===== config.mk =====
export PLATFORM = sky130hd
export DESIGN_NAME = ata_taskfile
export DESIGN_NICKNAME = d
export VERILOG_FILES = /design/src/rtl/ata_taskfile_pkg.sv /design/src/rtl/ata_taskfile_ctrl.sv /design/src/rtl/ata_taskfile_dp.sv /design/src/rtl/ata_taskfile.sv
export SDC_FILE = /design/constraint.sdc
export NUM_CORES = 1
export LEC_CHECK = 0
export BUFFER_PORTS_ARGS = -buffer_cell sky130_fd_sc_hd__buf_2
export CORE_ASPECT_RATIO = 0.75
export CORE_MARGIN = 2
export CORE_UTILIZATION = 35
export CTS_CLUSTER_SIZE = 25
export DETAILED_ROUTE_END_ITERATION = 7
export GPL_TIMING_DRIVEN = 0
export PLACE_DENSITY = 0.65
export SLEW_MARGIN = 20
export SYNTH_ARGS = -nofsm -noshare
export SYNTH_HDL_FRONTEND = slang
export SYNTH_SLANG_ARGS = --single-unit

===== constraint.sdc =====
create_clock -name clk -period 2.8 [get_ports clk]
set_input_delay 0.42 -clock clk [delete_from_list [all_inputs] [get_ports clk]]
set_output_delay 0.42 -clock clk [all_outputs]
set_load 0.05 [all_outputs]

===== src/rtl/ata_taskfile_pkg.sv =====
package ata_taskfile_pkg;

  localparam int DATA_W = 16;
  localparam int BYTE_W = 8;
  localparam int ADDR_W = 3;

  typedef enum logic [3:0] {
    SEL_NONE, SEL_DATA, SEL_ERRFEAT, SEL_COUNT, SEL_SECTOR,
    SEL_CYLLO, SEL_CYLHI, SEL_HEAD, SEL_STATCMD, SEL_ALTCTL, SEL_DEVADDR
  } regSelT;

  typedef struct packed {
    logic              rdStb;
    logic              wrStb;
    regSelT            sel;
    logic [DATA_W-1:0] wdata;
  } hostStbT;

  function automatic regSelT decodeSel(input logic cs0N, input logic cs1N,
                                       input logic [ADDR_W-1:0] da);
    regSelT s;
    s = SEL_NONE;
    if (!cs0N && cs1N) begin
      unique case (da)
        3'd0: s = SEL_DATA;
        3'd1: s = SEL_ERRFEAT;
        3'd2: s = SEL_COUNT;
        3'd3: s = SEL_SECTOR;
        3'd4: s = SEL_CYLLO;
        3'd5: s = SEL_CYLHI;
        3'd6: s = SEL_HEAD;
        default: s = SEL_STATCMD;
      endcase
    end else if (cs0N && !cs1N) begin
      if (da == 3'd6)      s = SEL_ALTCTL;
      else if (da == 3'd7) s = SEL_DEVADDR;
    end
    return s;
  endfunction

endpackage


===== src/rtl/ata_taskfile_ctrl.sv =====
module ata_taskfile_ctrl
  import ata_taskfile_pkg::*;
#(
  parameter int SYNC_STAGES = 2
) (
  input  logic                    clk,
  input  logic                    rstN,
  input  logic                    cs0N,
  input  logic                    cs1N,
  input  logic [ADDR_W-1:0]       da,
  input  logic                    diorN,
  input  logic                    diowN,
  input  logic [DATA_W-1:0]       ddIn,
  output hostStbT                 stb
);

  // one extra stage past the synchroniser gives the previous level
  logic [SYNC_STAGES:0] rdSync, wrSync;
  logic   rdLvl, rdPrev, wrLvl, wrPrev;
  regSelT selQ;
  logic [DATA_W-1:0] dataQ;

  always_ff @(posedge clk or negedge rstN) begin
    if (!rstN) begin
      rdSync <= '1;
      wrSync <= '1;
    end else begin
      rdSync <= {rdSync[SYNC_STAGES-1:0], diorN};
      wrSync <= {wrSync[SYNC_STAGES-1:0], diowN};
    end
  end

  assign rdLvl  = rdSync[SYNC_STAGES-1];
  assign rdPrev = rdSync[SYNC_STAGES];
  assign wrLvl  = wrSync[SYNC_STAGES-1];
  assign wrPrev = wrSync[SYNC_STAGES];

  // address and data follow the pins while a synced strobe is low,
  // so the release edge acts on the last value seen during the access
  always_ff @(posedge clk or negedge rstN) begin
    if (!rstN) begin
      selQ  <= SEL_NONE;
      dataQ <= '0;
    end else if (!rdLvl || !wrLvl) begin
      selQ  <= decodeSel(cs0N, cs1N, da);
      dataQ <= ddIn;
    end
  end

  always_comb begin
    stb.rdStb = rdLvl && !rdPrev;
    stb.wrStb = wrLvl && !wrPrev;
    stb.sel   = selQ;
    stb.wdata = dataQ;
  end

  a_r7_rd_strobe_single: assert property (@(posedge clk) disable iff (!rstN)
    stb.rdStb |=> !stb.rdStb);

endmodule


===== src/rtl/ata_taskfile_dp.sv =====
module ata_taskfile_dp
  import ata_taskfile_pkg::*;
(
  input  logic              clk,
  input  logic              rstN,
  input  hostStbT           stb,
  input  regSelT            rawSel,
  input  logic              rdActive,
  output logic [DATA_W-1:0] ddOut,
  output logic [DATA_W-1:0] ddOe,
  output logic              intrq,
  output logic              cmdValid,
  output logic [BYTE_W-1:0] cmdByte,
  output logic [BYTE_W-1:0] cmdFeat,
  input  logic              cmdDone,
  input  logic [DATA_W-1:0] rdData,
  input  logic              rdEmpty,
  output logic              rdPop,
  output logic [DATA_W-1:0] wrData,
  input  logic              wrFull,
  output logic              wrPush
);

  localparam logic [DATA_W-1:0] OE_WORD = '1;
  localparam logic [DATA_W-1:0] OE_BYTE = {{(DATA_W-BYTE_W){1'b0}}, {BYTE_W{1'b1}}};
  localparam logic [DATA_W-1:0] OE_DEVA = OE_BYTE >> 1;
  localparam int PADW = DATA_W - BYTE_W;

  logic [BYTE_W-1:0] tfFeat, tfCount, tfSector, tfCylLo, tfCylHi, tfHead;
  logic [1:0]        errReg;
  logic              bsyCmd, intrPend, nIen, srst;
  logic              bsy, drq;
  logic [BYTE_W-1:0] statusByte;

  assign bsy        = bsyCmd || srst;
  assign drq        = !rdEmpty && !bsy;
  assign statusByte = {bsy, 1'b1, 2'b00, drq, 2'b00, |errReg};

  assign cmdValid = stb.wrStb && (stb.sel == SEL_STATCMD) && !srst;
  assign cmdByte  = stb.wdata[BYTE_W-1:0];
  assign cmdFeat  = tfFeat;
  assign wrData   = stb.wdata;
  assign wrPush   = stb.wrStb && (stb.sel == SEL_DATA) && !wrFull;
  assign rdPop    = stb.rdStb && (stb.sel == SEL_DATA) && !rdEmpty;
  assign intrq    = intrPend && !nIen;

  always_ff @(posedge clk or negedge rstN) begin
    if (!rstN) begin
      tfFeat <= '0; tfCount <= '0; tfSector <= '0;
      tfCylLo <= '0; tfCylHi <= '0; tfHead <= '0;
      errReg <= '0; bsyCmd <= 1'b0; intrPend <= 1'b0;
      nIen <= 1'b0; srst <= 1'b0;
    end else begin
      if (stb.wrStb && !srst) begin
        unique case (stb.sel)
          SEL_ERRFEAT: tfFeat   <= stb.wdata[BYTE_W-1:0];
          SEL_COUNT:   tfCount  <= stb.wdata[BYTE_W-1:0];
          SEL_SECTOR:  tfSector <= stb.wdata[BYTE_W-1:0];
          SEL_CYLLO:   tfCylLo  <= stb.wdata[BYTE_W-1:0];
          SEL_CYLHI:   tfCylHi  <= stb.wdata[BYTE_W-1:0];
          SEL_HEAD:    tfHead   <= stb.wdata[BYTE_W-1:0];
          default: ;
        endcase
      end
      if (stb.wrStb && (stb.sel == SEL_ALTCTL)) begin
        nIen <= stb.wdata[1];
        srst <= stb.wdata[2];
      end
      if (stb.rdStb && (stb.sel == SEL_STATCMD)) intrPend <= 1'b0;
      if (cmdDone && bsyCmd) begin
        bsyCmd   <= 1'b0;
        intrPend <= 1'b1;
      end
      if (cmdValid) begin
        bsyCmd   <= 1'b1;
        errReg   <= '0;
        intrPend <= 1'b0;
      end
      if (stb.rdStb && (stb.sel == SEL_DATA) && rdEmpty) errReg[0] <= 1'b1;
      if (stb.wrStb && (stb.sel == SEL_DATA) && wrFull)  errReg[1] <= 1'b1;
      if (srst) begin
        tfFeat <= '0; tfCount <= '0; tfSector <= '0;
        tfCylLo <= '0; tfCylHi <= '0; tfHead <= '0;
        errReg <= '0; bsyCmd <= 1'b0; intrPend <= 1'b0;
      end
    end
  end

  // read mux follows the raw pins so the bus is held for the whole strobe
  always_comb begin
    ddOut = '0;
    ddOe  = '0;
    if (rdActive) begin
      unique case (rawSel)
        SEL_DATA:    begin ddOut = rdData; ddOe = OE_WORD; end
        SEL_ERRFEAT: begin ddOut = {{(DATA_W-2){1'b0}}, errReg}; ddOe = OE_BYTE; end
        SEL_COUNT:   begin ddOut = {{PADW{1'b0}}, tfCount};  ddOe = OE_BYTE; end
        SEL_SECTOR:  begin ddOut = {{PADW{1'b0}}, tfSector}; ddOe = OE_BYTE; end
        SEL_CYLLO:   begin ddOut = {{PADW{1'b0}}, tfCylLo};  ddOe = OE_BYTE; end
        SEL_CYLHI:   begin ddOut = {{PADW{1'b0}}, tfCylHi};  ddOe = OE_BYTE; end
        SEL_HEAD:    begin ddOut = {{PADW{1'b0}}, tfHead};   ddOe = OE_BYTE; end
        SEL_STATCMD,
        SEL_ALTCTL:  begin ddOut = {{PADW{1'b0}}, statusByte}; ddOe = OE_BYTE; end
        SEL_DEVADDR: begin
          ddOut = {{(PADW+1){1'b0}}, 1'b1, ~tfHead[3:0], tfHead[4], ~tfHead[4]};
          ddOe  = OE_DEVA;
        end
        default: ;
      endcase
    end
  end

  a_r9_cmd_one_pulse: assert property (@(posedge clk) disable iff (!rstN)
    cmdValid |=> !cmdValid);
  a_r9_busy_after_cmd: assert property (@(posedge clk) disable iff (!rstN)
    cmdValid |=> statusByte[7]);
  a_r7_one_pop: assert property (@(posedge clk) disable iff (!rstN)
    rdPop |=> !rdPop);
  a_r8_one_push: assert property (@(posedge clk) disable iff (!rstN)
    wrPush |=> !wrPush);
  a_r10_status_read_clears: assert property (@(posedge clk) disable iff (!rstN)
    (stb.rdStb && stb.sel == SEL_STATCMD && !cmdDone) |=> !intrq);
  a_r12_srst_holds_clear: assert property (@(posedge clk) disable iff (!rstN)
    srst |=> (tfCount == '0 && tfHead == '0));
  a_r4_bit7_float: assert property (@(posedge clk) disable iff (!rstN)
    (rdActive && rawSel == SEL_DEVADDR) |-> !ddOe[BYTE_W-1]);

endmodule


===== src/rtl/ata_taskfile.sv =====
module ata_taskfile
  import ata_taskfile_pkg::*;
#(
  parameter int SYNC_STAGES = 2
) (
  input  logic              clk,
  input  logic              rstN,
  input  logic              cs0N,
  input  logic              cs1N,
  input  logic [ADDR_W-1:0] da,
  input  logic              diorN,
  input  logic              diowN,
  input  logic [DATA_W-1:0] ddIn,
  output logic [DATA_W-1:0] ddOut,
  output logic [DATA_W-1:0] ddOe,
  output logic              iocs16N,
  output logic              intrq,
  output logic              cmdValid,
  output logic [BYTE_W-1:0] cmdByte,
  output logic [BYTE_W-1:0] cmdFeat,
  input  logic              cmdDone,
  input  logic [DATA_W-1:0] rdData,
  input  logic              rdEmpty,
  output logic              rdPop,
  output logic [DATA_W-1:0] wrData,
  input  logic              wrFull,
  output logic              wrPush
);

  hostStbT stb;
  regSelT  rawSel;

  assign rawSel  = decodeSel(cs0N, cs1N, da);
  assign iocs16N = (rawSel != SEL_DATA);

  ata_taskfile_ctrl #(.SYNC_STAGES(SYNC_STAGES)) u_ctrl (
    .clk(clk), .rstN(rstN), .cs0N(cs0N), .cs1N(cs1N), .da(da),
    .diorN(diorN), .diowN(diowN), .ddIn(ddIn), .stb(stb)
  );

  ata_taskfile_dp u_dp (
    .clk(clk), .rstN(rstN), .stb(stb), .rawSel(rawSel), .rdActive(!diorN),
    .ddOut(ddOut), .ddOe(ddOe), .intrq(intrq), .cmdValid(cmdValid),
    .cmdByte(cmdByte), .cmdFeat(cmdFeat), .cmdDone(cmdDone),
    .rdData(rdData), .rdEmpty(rdEmpty), .rdPop(rdPop),
    .wrData(wrData), .wrFull(wrFull), .wrPush(wrPush)
  );

  a_r6_upper_needs_iocs16: assert property (@(posedge clk) disable iff (!rstN)
    (ddOe[DATA_W-1:BYTE_W] != '0) |-> !iocs16N);
  a_r5_invalid_floats: assert property (@(posedge clk) disable iff (!rstN)
    (cs0N == cs1N) |-> (ddOe == '0));

endmodule


==> summary.txt <==
Setup path
  • Data arrival, critical path: 2390 ps
  • Cell with the largest stage delay on the worst path: sky130_fd_sc_hd__or3_4
  • Top fanout value on the critical path: 5
  • Number of buffers and inverters on the critical path: 4
  • Delay-heaviest family, CP: compound AO/OA/AOI/OAI gates
  • Data required time of the critical path: between 2000 and 2500 ps
  • Crit start category: input pin
  • Largest stage delay on the critical path: about 400 ps
  • Crit-path cells: buf_8, inv_6, ha_4, or3_4, o32a_1, buf_6, o41ai_4, o22ai_2, a21oi_2, buf_6
  • Worst Setup Path Type: input pin to primary output
  • Reg2reg setup slack: between 500 and 600 ps
  • Type of element capturing the critical path: primary output
  • Most common cell on crit path: sky130_fd_sc_hd__buf_6

Flow run
  • # Max-Cap Violations: 0

Place
  • Worst setup slack before clock tree synthesis: -477.0 ps
  • Count of placed standard cells including taps: approximately 720
  • Routability-driven placement congestion ratio: approximately 0.84
  • Placed wire-length estimate: 8880 um
  • Count of port buffers added during placement: 111

Pwr
  • Leakage power: 3.035 nW
  • VDD IR-drop max: slightly below 0.5 mV
  • Total power density per cell area: slightly above 600 nW/um2

Layout
  • Fill cell instance count of the final layout: between 1,000 and 1,500
  • Share of final-layout standard cells stronger than drive strength 1: 0.4645
  • Leading cell type in the layout, fill and taps excluded: sky130_fd_sc_hd__buf_2
  • Total number of nets in the final design: between 600 and 700
  • Non-filler cells, final: around 760
  • Antenna diode count: 0
  • Area growth from synthesis to layout: 41.08%
  • Most used cells in the layout excluding fill and tap cells: 85 x sky130_fd_sc_hd__buf_2, 74 x sky130_fd_sc_hd__dfrtp_1, 68 x sky130_fd_sc_hd__buf_4

Detailed routing
  • Mean routed wirelength per cell: about 18 um
  • Pre-antenna DRT Iters: 4
  • Initial DRC Count: 267
  • Vias after detailed routing: 3,952
  • Final WL: 13,310 um
  • Drc violations: 0
  • Ratio of routed vias to standard cells: 5.214
  • Number of routed nets with antenna violations: 0

STA
  • Clock skew after layout: ~10 ps
  • RSZ-0062 raised after global routing: true
  • Ratio of final minimum period to clock period: 1.003
  • Post-route setup TNS: -22.02 ps
  • Number of failing setup endpoints in the final timing report: 4
  • Fmax achieved: about 360 MHz
  • Fin Hold WS: between 15 and 20 ps
  • Final WS setup: -9.126 ps
  • Hold Violations, Final: 0
  • Final Critical Period: between 2000 and 3000 ps
  • Transition at the pin with the smallest max-transition slack: roughly 800 ps
  • Max-slew violation count: 0
  • Remaining max-slew budget at the tightest pin: 0.4539

Global route
  • Overflow left after global routing: 0
  • Largest net degree at the start of global routing: 50
  • Initial antenna violation count: 0
  • Wire length of the first global-routing pass: approximately 21,000 um
  • Global-route total usage across every layer: 0.1965
  • Vias in the first global route: about 3,900

Floorplanning
  • Chip Width: ~130 um
  • Effective utilization at floorplan: 0.3603
  • Count of standard-cell rows: 35
  • Ports placed on the boundary: around 110
  • Height of the die: 101.5 um
  • DIE AREA: ~14,000 um2
  • Floorplan Core Area: roughly 12,000 um2

Clock tree
  • Clock Pin Slew Worst Setup and Hold Paths: ~60 ps
  • Clock H-tree levels: 3
  • Clock tree from TritonCTS: done
  • Worst skew pair latency: 340 ps
  • Number of buffers inserted during clock tree synthesis: 9
  • Clock buffer depth: 2
  • Root buffer selected by CTS: sky130_fd_sc_hd__clkbuf_16
  • Num Clock Sinks: 80

Synthesis
  • Simple-gate area share of the yosys netlist: 0.1730
  • Post-synthesis share of cell area spent on full adders, half adders and majority gates: 0.01129
  • Mean post-synth cell area: between 10 and 15 um2
  • Count of flip-flops with a built-in enable after synthesis: 0
  • Ys flop type: sky130_fd_sc_hd__dfrtp_1
  • Post-Syn Instances: between 400 and 500
  • Multiplexer fraction of the synthesized cell area: 0.1538
  • Flop and latch count out of synthesis: 80
  • Synthesized-area fraction occupied by xor and xnor cells: 0
  • Complex-gate fraction of the synthesized area: 0.1165
  • Async set-reset flop share out of synthesis: 1.000
  • Distinct cells, synth: 54
  • Nets in the synthesized netlist: 484
  • Count of warnings emitted by yosys: 0
  • Synth Cell Area: about 4400 um2
  • Sequential cell area fraction in the yosys report: 0.4532
  • Main combinational cell family by area after synthesis: simple AND/OR/NAND/NOR gates

Run status
  • Run status: complete, but fails checks
  • Violated checks: negative setup slack

Hold path
  • Type of the worst min-delay path: input pin to async pin
power by group:
group / total, W / internal, W / switching (W)
sequential: 0.00138 / 0.00127 / 0.000108
combinational: 0.00100 / 0.000346 / 0.000656
clock: 0.00143 / 0.000965 / 0.000462
worst paths after layout:
check,end,startpoint,depth (start not counted)
setup / recovery,ddOut[3],da[0],10
hold / removal,u_ctrl.dataQ[9]$_DFFE_PN0P_,rstN,1
setup reg to reg,u_dp.tfCylHi[1]$_DFFE_PN0P_,u_ctrl.wrSync[1]$_DFF_PN1_,6
hold reg to reg,u_ctrl.wrSync[1]$_DFF_PN1_,u_ctrl.wrSync[0]$_DFF_PN1_,0
max in group asynchronous,u_dp.tfCylHi[3]$_DFFE_PN0P_,rstN,2
min in group clk,u_ctrl.wrSync[0]$_DFF_PN1_,diowN,1
cell usage after synthesis (6+ instances only):
| cell type | n | share of area |
|---|---|---|
| sky130_fd_sc_hd__a31oi_1 | 6 | 0.0085 |
| sky130_fd_sc_hd__nand3_1 | 18 | 0.020 |
| sky130_fd_sc_hd__and2_1 | 9 | 0.013 |
| sky130_fd_sc_hd__buf_2 | 6 | 0.0068 |
| sky130_fd_sc_hd__buf_4 | 39 | 0.066 |
| sky130_fd_sc_hd__dfstp_2 | 6 | 0.036 |
| sky130_fd_sc_hd__mux2_2 | 23 | 0.058 |
| sky130_fd_sc_hd__clkbuf_1 | 13 | 0.011 |
| sky130_fd_sc_hd__nand2_1 | 19 | 0.016 |
| sky130_fd_sc_hd__mux2i_1 | 40 | 0.090 |
| sky130_fd_sc_hd__inv_1 | 8 | 0.0068 |
| sky130_fd_sc_hd__nand2b_1 | 7 | 0.0099 |
| sky130_fd_sc_hd__a21oi_1 | 21 | 0.024 |
| sky130_fd_sc_hd__dfrtp_1 | 74 | 0.42 |
| sky130_fd_sc_hd__nor2_1 | 62 | 0.052 |
metrics by stage:
step                  util  area (um2)  power [W]
finish              0.5084        6256   0.003808
global route        0.5084        6256   0.003951
CTS                 0.4952        6093   0.003801
detailed placement  0.4334        5333   0.002295
global placement    0.4299        5290   0.002272
floorplan                -        4527   0.002021
logic make-up (layout without fill, tap and decap cells):
group                    after synthesis  count (layout)
buffers and inverters                 68             224
AND/OR/NAND/NOR                      151             151
AO/OA/AOI/OAI                         69              69
flip-flops                            80              80
adder cells (fa/ha/maj)                4               4
multiplexers                          64              64
what timing repair did:
action	in CTS	in global routing
pin swaps	14	10
endpoints found under the setup margin	32	30
resized for setup	57	33
hold buffers	0	0
buffers inserted	22	5
gates cloned	1	0
layer usage:
| layer | vias up | GRT usage | share of wire |
|---|---|---|---|
| met3 | 23 | 0.04905 | 0.091 |
| li1 | 1813 | - | - |
| met2 | 205 | 0.2955 | 0.43 |
| met5 | - | 0 | 0 |
| met4 | 0 | 0.06383 | 0.014 |
| met1 | 1911 | 0.2790 | 0.46 |
registers in the layout (all words and copies together), names as in the netlist:
register,cells
u_ctrl.dataQ,16
u_ctrl.rdSync,3
u_ctrl.selQ,4
u_ctrl.wrSync,3
u_dp.bsyCmd,1
u_dp.cmdFeat,8
u_dp.errReg,2
u_dp.intrPend,1
u_dp.nIen,1
u_dp.srst,1
u_dp.tfCount,8
u_dp.tfCylHi,8
u_dp.tfCylLo,8
u_dp.tfHead,8
u_dp.tfSector,8
final cells by class:
class                           instances  area [um2]  area share
Inverter                                8       43.79    0.007000
Buffer                                 59       432.9     0.06920
Clock buffer                           11       232.7     0.03720
Tap cell                              166       207.7     0.03320
Timing Repair Buffer                  141       949.7      0.1518
Clock inverter                          5       128.9     0.02060
Multi-Input combinational cell        288        2251      0.3598
Sequential cell                        80        2009      0.3212
(Power assumes the default switching activity.)
